File: src/rtl/strld_pkg.sv
package strld_pkg;
  typedef enum logic [1:0] {
    ST_IDLE = 2'd0,
    ST_REQ  = 2'd1,
    ST_WAIT = 2'd2,
    ST_DONE = 2'd3
  } strld_state_e;
endpackage

File: src/rtl/strld_ea.sv
// Effective address former: a base number of zero contributes zero.
module strld_ea #(
  parameter int ADDR_W = 32,
  parameter int REG_AW = 5
) (
  input  logic [REG_AW-1:0] base_num_i,
  input  logic [ADDR_W-1:0] base_val_i,
  input  logic [ADDR_W-1:0] index_val_i,
  output logic [ADDR_W-1:0] ea_o
);
  logic [ADDR_W-1:0] base_term;

  always_comb begin
    base_term = (base_num_i == '0) ? '0 : base_val_i;
    ea_o      = base_term + index_val_i;
  end
endmodule

File: src/rtl/strld_pack.sv
// Big-endian byte packer: lane 0 is the most significant byte.
module strld_pack #(
  parameter int DATA_W = 32,
  parameter int BYTE_W = 8,
  localparam int LANES  = DATA_W / BYTE_W,
  localparam int LANE_W = (LANES > 1) ? $clog2(LANES) : 1
) (
  input  logic              clk,
  input  logic              rst_n,
  input  logic              byte_vld_i,
  input  logic [LANE_W-1:0] lane_i,
  input  logic [BYTE_W-1:0] byte_i,
  output logic [DATA_W-1:0] word_o
);
  logic [DATA_W-1:0] word_q;
  logic [DATA_W-1:0] word_d;

  // A byte in lane 0 opens a new word, so the other lanes restart at zero.
  for (genvar g = 0; g < LANES; g++) begin : g_lane
    localparam int HI = DATA_W - 1 - g * BYTE_W;
    always_comb begin
      if (lane_i == LANE_W'(g)) begin
        word_d[HI -: BYTE_W] = byte_i;
      end else if (lane_i == '0) begin
        word_d[HI -: BYTE_W] = '0;
      end else begin
        word_d[HI -: BYTE_W] = word_q[HI -: BYTE_W];
      end
    end
  end

  always_ff @(posedge clk or negedge rst_n) begin
    if (!rst_n) begin
      word_q <= '0;
    end else if (byte_vld_i) begin
      word_q <= word_d;
    end
  end

  assign word_o = word_d;
endmodule

File: src/rtl/strld_regidx.sv
// Destination register tracking: wrap-around, final register, base/index guard.
module strld_regidx #(
  parameter int REG_AW = 5,
  parameter int CNT_W  = 7,
  parameter int LANE_W = 2
) (
  input  logic              clk,
  input  logic              rst_n,
  input  logic              load_i,
  input  logic [REG_AW-1:0] rt_i,
  input  logic [REG_AW-1:0] ra_i,
  input  logic [REG_AW-1:0] rb_i,
  input  logic [CNT_W-1:0]  cnt_i,
  input  logic              adv_i,
  output logic [REG_AW-1:0] cur_o,
  output logic              keep_o
);
  logic [REG_AW-1:0] cur_q, final_q, ra_q, rb_q;
  logic [REG_AW-1:0] cur_d, final_d;
  logic [CNT_W-1:0]  cnt_m1;

  always_comb begin
    cnt_m1  = cnt_i - 1'b1;
    final_d = rt_i + REG_AW'(cnt_m1 >> LANE_W);
    if (load_i) begin
      cur_d = rt_i;
    end else if (adv_i) begin
      cur_d = cur_q + 1'b1;
    end else begin
      cur_d = cur_q;
    end
  end

  always_ff @(posedge clk or negedge rst_n) begin
    if (!rst_n) begin
      cur_q   <= '0;
      final_q <= '0;
      ra_q    <= '0;
      rb_q    <= '0;
    end else begin
      cur_q <= cur_d;
      if (load_i) begin
        final_q <= final_d;
        ra_q    <= ra_i;
        rb_q    <= rb_i;
      end
    end
  end

  assign cur_o  = cur_q;
  assign keep_o = (cur_q == final_q) || ((cur_q != ra_q) && (cur_q != rb_q));
endmodule

File: src/rtl/strld_seq.sv
module strld_seq #(
  parameter int ADDR_W = 32,
  parameter int DATA_W = 32,
  parameter int BYTE_W = 8,
  parameter int REG_AW = 5,
  parameter int CNT_W  = 7
) (
  input  logic              clk,
  input  logic              rst_n,
  input  logic              start_i,
  input  logic [REG_AW-1:0] rt_i,
  input  logic [REG_AW-1:0] ra_i,
  input  logic [REG_AW-1:0] rb_i,
  input  logic [ADDR_W-1:0] ra_val_i,
  input  logic [ADDR_W-1:0] rb_val_i,
  input  logic [CNT_W-1:0]  byte_cnt_i,
  output logic              busy_o,
  output logic              done_o,
  output logic              mem_req_valid_o,
  input  logic              mem_req_ready_i,
  output logic [ADDR_W-1:0] mem_addr_o,
  input  logic              mem_rsp_valid_i,
  input  logic [BYTE_W-1:0] mem_rsp_data_i,
  output logic              rf_we_o,
  output logic [REG_AW-1:0] rf_waddr_o,
  output logic [DATA_W-1:0] rf_wdata_o
);
  import strld_pkg::*;

  localparam int LANES  = DATA_W / BYTE_W;
  localparam int LANE_W = (LANES > 1) ? $clog2(LANES) : 1;

  // Reset: asserted asynchronously, released on a clock edge.
  logic rst_meta, rst_ns;
  always_ff @(posedge clk or negedge rst_n) begin
    if (!rst_n) begin
      rst_meta <= 1'b0;
      rst_ns   <= 1'b0;
    end else begin
      rst_meta <= 1'b1;
      rst_ns   <= rst_meta;
    end
  end

  strld_state_e      state_q, state_d;
  logic [ADDR_W-1:0] ea_q, ea_w;
  logic [CNT_W-1:0]  n_q, idx_q, idx_d, idx_inc;
  logic              we_q;
  logic [REG_AW-1:0] waddr_q;
  logic [DATA_W-1:0] wdata_q;

  logic              start_acc, req_hs, rsp_acc, last_byte, word_done;
  logic [LANE_W-1:0] lane;
  logic [DATA_W-1:0] word;
  logic [REG_AW-1:0] cur_reg;
  logic              keep;

  strld_ea #(.ADDR_W(ADDR_W), .REG_AW(REG_AW)) u_ea (
    .base_num_i (ra_i),
    .base_val_i (ra_val_i),
    .index_val_i(rb_val_i),
    .ea_o       (ea_w)
  );

  strld_pack #(.DATA_W(DATA_W), .BYTE_W(BYTE_W)) u_pack (
    .clk       (clk),
    .rst_n     (rst_ns),
    .byte_vld_i(rsp_acc),
    .lane_i    (lane),
    .byte_i    (mem_rsp_data_i),
    .word_o    (word)
  );

  strld_regidx #(.REG_AW(REG_AW), .CNT_W(CNT_W), .LANE_W(LANE_W)) u_regidx (
    .clk   (clk),
    .rst_n (rst_ns),
    .load_i(start_acc),
    .rt_i  (rt_i),
    .ra_i  (ra_i),
    .rb_i  (rb_i),
    .cnt_i (byte_cnt_i),
    .adv_i (word_done),
    .cur_o (cur_reg),
    .keep_o(keep)
  );

  always_comb begin
    start_acc = (state_q == ST_IDLE) && start_i;
    req_hs    = (state_q == ST_REQ) && mem_req_ready_i;
    rsp_acc   = (state_q == ST_WAIT) && mem_rsp_valid_i;
    lane      = idx_q[LANE_W-1:0];
    idx_inc   = idx_q + 1'b1;
    last_byte = (idx_inc == n_q);
    word_done = rsp_acc && ((lane == {LANE_W{1'b1}}) || last_byte);

    state_d = state_q;
    unique case (state_q)
      ST_IDLE: if (start_acc) state_d = (byte_cnt_i == '0) ? ST_DONE : ST_REQ;
      ST_REQ:  if (req_hs)    state_d = ST_WAIT;
      ST_WAIT: if (rsp_acc)   state_d = last_byte ? ST_DONE : ST_REQ;
      ST_DONE:                state_d = ST_IDLE;
      default:                state_d = ST_IDLE;
    endcase

    if (start_acc) begin
      idx_d = '0;
    end else if (rsp_acc) begin
      idx_d = idx_inc;
    end else begin
      idx_d = idx_q;
    end
  end

  always_ff @(posedge clk or negedge rst_ns) begin
    if (!rst_ns) begin
      state_q <= ST_IDLE;
      ea_q    <= '0;
      n_q     <= '0;
      idx_q   <= '0;
      we_q    <= 1'b0;
      waddr_q <= '0;
      wdata_q <= '0;
    end else begin
      state_q <= state_d;
      idx_q   <= idx_d;
      we_q    <= word_done && keep;
      if (start_acc) begin
        ea_q <= ea_w;
        n_q  <= byte_cnt_i;
      end
      if (word_done) begin
        waddr_q <= cur_reg;
        wdata_q <= word;
      end
    end
  end

  assign busy_o          = (state_q == ST_REQ) || (state_q == ST_WAIT);
  assign done_o          = (state_q == ST_DONE);
  assign mem_req_valid_o = (state_q == ST_REQ);
  assign mem_addr_o      = ea_q + ADDR_W'(idx_q);
  assign rf_we_o         = we_q;
  assign rf_waddr_o      = waddr_q;
  assign rf_wdata_o      = wdata_q;
endmodule

File: config.mk
export PLATFORM = sky130hd
export DESIGN_NAME = strld_seq
export DESIGN_NICKNAME = d
export VERILOG_FILES = /design/src/rtl/strld_pkg.sv /design/src/rtl/strld_ea.sv /design/src/rtl/strld_pack.sv /design/src/rtl/strld_regidx.sv /design/src/rtl/strld_seq.sv
export SDC_FILE = /design/constraint.sdc
export NUM_CORES = 1
export LEC_CHECK = 0
export BUFFER_PORTS_ARGS = -buffer_cell sky130_fd_sc_hd__buf_2
export CAP_MARGIN = 10
export CORE_MARGIN = 1.5
export CORE_UTILIZATION = 45
export DETAILED_ROUTE_END_ITERATION = 12
export HOLD_SLACK_MARGIN = 0.12
export PLACE_DENSITY = 0.67
export SYNTH_ARGS = -nofsm -noshare
export SYNTH_HDL_FRONTEND = slang
export SYNTH_SLANG_ARGS = --single-unit
File: constraint.sdc
create_clock -name clk -period 4.8 [get_ports clk]
set_input_delay 0.24 -clock clk [delete_from_list [all_inputs] [get_ports clk]]
set_output_delay 0.24 -clock clk [all_outputs]
set_load 0.02 [all_outputs]
==> metrics.md <==
| Metric | Value |
|---|---|
| Outcome | `completed` |
| DRT antenna net count | `0` |
| CTS tree | `yes` |
| Crit path cell chain | `dlygate4sd3_1 > buf_2 > or4_1 > nor2_2 > buf_4 > nor2b_1 > ha_1 > fa_1 > a21oi_1 > o211ai_1 > a31oi_1 > o31ai_1 > a211oi_1 > a2111o_1 > nand3_1` |
| Clock Tree Buf Depth | `2` |
| Routed WL | `21900 µm` |
| Largest net degree at the start of global routing | `85` |
| RSZ-0062 raised after global routing | `no` |
| Area share of the leading cell type in the synthesized netlist | `0.394` |
| Clk_lat worst skew | `0.42 ns` |
| DRT iter0 DRCs | `381` |
| WL/cell | `between 15 and 20 µm` |
| Fillers | `1770` |
| Main flop type after synthesis | `dfrtp_1` |
| Post-synth cell types | `67` |
| Via-to-Cell Ratio | `5.31` |
| Yosys reg bits | `140` |
| Layout Cells excl Fill | `1430` |
| Max stage delay cell, worst path | `or4_1` |
| Worst setup EP type | `register` |
| Mapped Nets | `1147` |
| Number of global-route vias before repair | `7107` |
| CTS root buffer | `clkbuf_16` |
| Slew Limit Fails | `0` |
| I/O pins | `172` |
| CTS Sinks | `140` |
| Leak Pwr | `between 5 and 6 nW` |
| Overall Global Routing Usage | `0.217` |
| Sw Pwr | `2.24 mW` |
| # DRC | `0` |
| Comb pwr share | `0.399` |
| Core ar. | `between 15000 and 20000 µm²` |
| Post-CTS Setup Repair Bufs | `0` |
| Setup_tns | `0 ns` |
| Layout cells sized above 1 | `0.201` |
| HP Class | `primary input to register` |
| Placed cells | `1375` |
| Cts repair resizes | `0` |
| Internal power | `roughly 3.4 mW` |
| Worst-case reg-to-reg path depth | `9` |
| Die span in x | `144 µm` |
| Worst-path clk slew | `roughly 0.06 ns` |
| H-tree depth | `4` |
| Diodes inserted | `0` |
| Final instance area | `10700 µm²` |
| Sequential area share after synthesis | `0.394` |
| Clock group share of total power | `0.243` |
| Initial core utilization | `0.457` |
| Clk_skew | `0.0101 ns` |
| Placer congestion estimate | `0.847` |
| I/O Buffers | `around 170` |
| Largest area contributor in the netlist | `dfrtp_1` |
| Syn avg cell area | `roughly 9 µm²` |
| Synth area leaders | `dfrtp_1 39%, ha_1 7.3%, nand2_1 7.3%` |
| Via count | `7593` |
| Final HPWL DP | `15800 µm` |
| Critical path class | `primary input to register` |
| Post-synth EDFFs | `0` |
| Worst slew margin | `0.293` |
| Period utilization | `0.876` |
| Fmax | `238 MHz` |
| Pwr/cell area | `521 nW/µm²` |
| Max-Cap Viols | `0` |
| Synth warnings | `0` |
| Core Util, Final | `0.552` |
| Std-Cell Rows | `51` |
| Final Hold Vio Count | `0` |
| Total gr overflow | `0` |
| Switching portion of total power | `0.401` |
| Antenna violations before repair | `0` |
| Final setup viols | `0` |
| Syn Std Cell Area | `8900 µm²` |
| Worst-margin pin slew | `1.06 ns` |
| Max VDD drop | `0.207 mV` |
| Clock period minus worst slack | `4.20 ns` |
| Crit Path Max Fanout | `31` |
| Hold Path Stages | `4` |
| Pre-Repair DR Iteration Count | `5` |
| CP Launch Type | `primary input` |
| Seq pwr share | `0.358` |
| Post-DP Area | `9900 µm²` |
| Area Growth Syn to Fin | `20.7%` |
| Final nets | `1306` |
| Die height | `around 140 µm` |
| CP Data Arrival Time | `4.50 ns` |
| Global-route wire length before repair | `35300 µm` |
| Post-Syn Instances | `993` |
| Die footprint | `20600 µm²` |
| Max stage delay on crit path | `~0.57 ns` |
| Asr flop ratio synth | `1.00` |
| TritonCTS Buffers | `17` |
| Critical path required time | `5.09 ns` |
-- power groups by stage --
| stage | Combinational [mW] | Clock (mW) | Sequential (mW) |
|---|---|---|---|
| 6_report | 2.23 | 1.36 | 2.00 |
| 5_1_grt | 2.49 | 1.44 | 2.07 |
| 4_1_cts | 2.26 | 1.39 | 2.00 |
| 3_5_place_dp | 2.23 | 0 | 2.02 |
| 3_3_place_gp | 2.19 | 0 | 2.01 |
| 2_1_floorplan | 1.57 | 0 | 2.01 |
-- flip-flops by register name (all words and copies together) (netlist names) --
signal,flops
rst_meta,1
rf_waddr_o,5
state_q,2
rst_ns,1
u_pack.word_q,32
u_regidx.rb_q,5
u_regidx.cur_o,5
ea_q,32
u_regidx.final_q,5
u_regidx.ra_q,5
rf_wdata_o,32
rf_we_o,1
idx_q,7
n_q,7
-- cell families (layout without fill, tap and decap cells) --
family / Yosys count / count (layout) / synth area share
buf+inv: 75 / 247 / 0.0343
fa+ha+maj: 55 / 55 / 0.0798
xor+xnor: 87 / 87 / 0.0856
compound gates: 260 / 260 / 0.190
mux: 26 / 26 / 0.0312
flops: 140 / 140 / 0.394
other cells: 1 / 1 / 0.000421
simple gates: 349 / 349 / 0.185
-- routing by layer --
layer,up-vias,share of wire,track usage
met5,-,0,0
met4,0,0.016,0.0752
met3,28,0.040,0.0303
met2,188,0.48,0.360
met1,3531,0.46,0.292
li1,3846,-,-
-- worst max-delay path, delay by kind of cell --
kind	cells	cell delay [ns]
buffers and inverters	3	0.97
AOI/OAI and AO/OA	6	1.81
and+or+nand+nor	4	0.84
adders and majority gates	2	0.61
-- synthesized netlist by cell type, types with 3 or more instances --
cell type / number
a21oi_1: 48
o21ai_0: 83
fa_1: 3
xnor2_1: 40
nand4_1: 13
and3_1: 10
o21ai_1: 4
a32o_1: 3
nor2_1: 38
and2_1: 6
a22oi_1: 21
mux2_2: 14
a21o_1: 16
o21bai_1: 4
o211ai_1: 10
o2111ai_1: 3
mux2i_1: 12
nand3_1: 21
a211oi_1: 5
nor3b_1: 11
dfrtp_1: 140
inv_1: 16
or3_1: 5
nand2_1: 172
a22o_1: 21
clkbuf_1: 37
nand2b_1: 3
a21boi_0: 3
ha_1: 52
buf_2: 4
xor2_1: 47
nor2b_1: 37
a31oi_1: 4
nor3_1: 17
buf_1: 15
or4_1: 6
o31ai_1: 7
o21a_1: 6
-- worst paths after layout --
kind / start / endpoint / slack, ns
setup / recovery: ra_i[0] / ea_q[24] / 0.60
setup reg to reg: idx_q[0] / rf_wdata_o[14] / 1.37
hold reg to reg: rst_meta / rst_ns / 0.35
max in group asynchronous: rst_ns / u_regidx.rb_q[4] / 3.18
min in group asynchronous: rst_ns / rf_wdata_o[30] / 0.52
hold / removal: rb_val_i[0] / ea_q[0] / 0.17
-- metrics by stage --
stage / total power, mW / setup slack (ns) / hold slack (ns)
3_3_place_gp: 4.20 / 0.888 / 0.0271
5_1_grt: 6.00 / 0.219 / 0.163
4_1_cts: 5.64 / 0.646 / 0.147
2_1_floorplan: 3.58 / 0.611 / -0.0556
6_report: 5.59 / 0.597 / 0.167
3_5_place_dp: 4.24 / 0.753 / 0.0294
-- layout by cell type (no fill, tap or decap), types with 11 or more instances in the layout --
master         count
a21oi_1           48
a22oi_1           21
dlygate4sd3_1     23
o21ai_0           83
nand3_1           21
nand2_1          171
inv_1             16
mux2_2            14
dfrtp_1          139
a22o_1            21
xor2_1            47
a21o_1            16
nor2b_1           37
clkbuf_16         17
nor2_1            37
ha_1              52
nand4_1           13
nor3b_1           11
mux2i_1           12
buf_2            171
xnor2_1           40
nor3_1            17
-- repair_timing --
action	in CTS	in global routing
hold buffers	23	0
endpoints found under the hold margin	23	0
endpoints found under the setup margin	0	0
-- cell type report --
cell class | count | area (µm²) | share of cell area
clock buffer | 20 | 447 | 0.0416
clock inverter | 12 | 163 | 0.0151
inverter | 16 | 60.1 | 0.00559
multi-input combinational | 778 | 5110 | 0.476
sequential | 140 | 3510 | 0.326
tap | 265 | 332 | 0.0309
timing repair buffer | 199 | 1120 | 0.105
No activity file was read; power rests on OpenSTA's default activity.
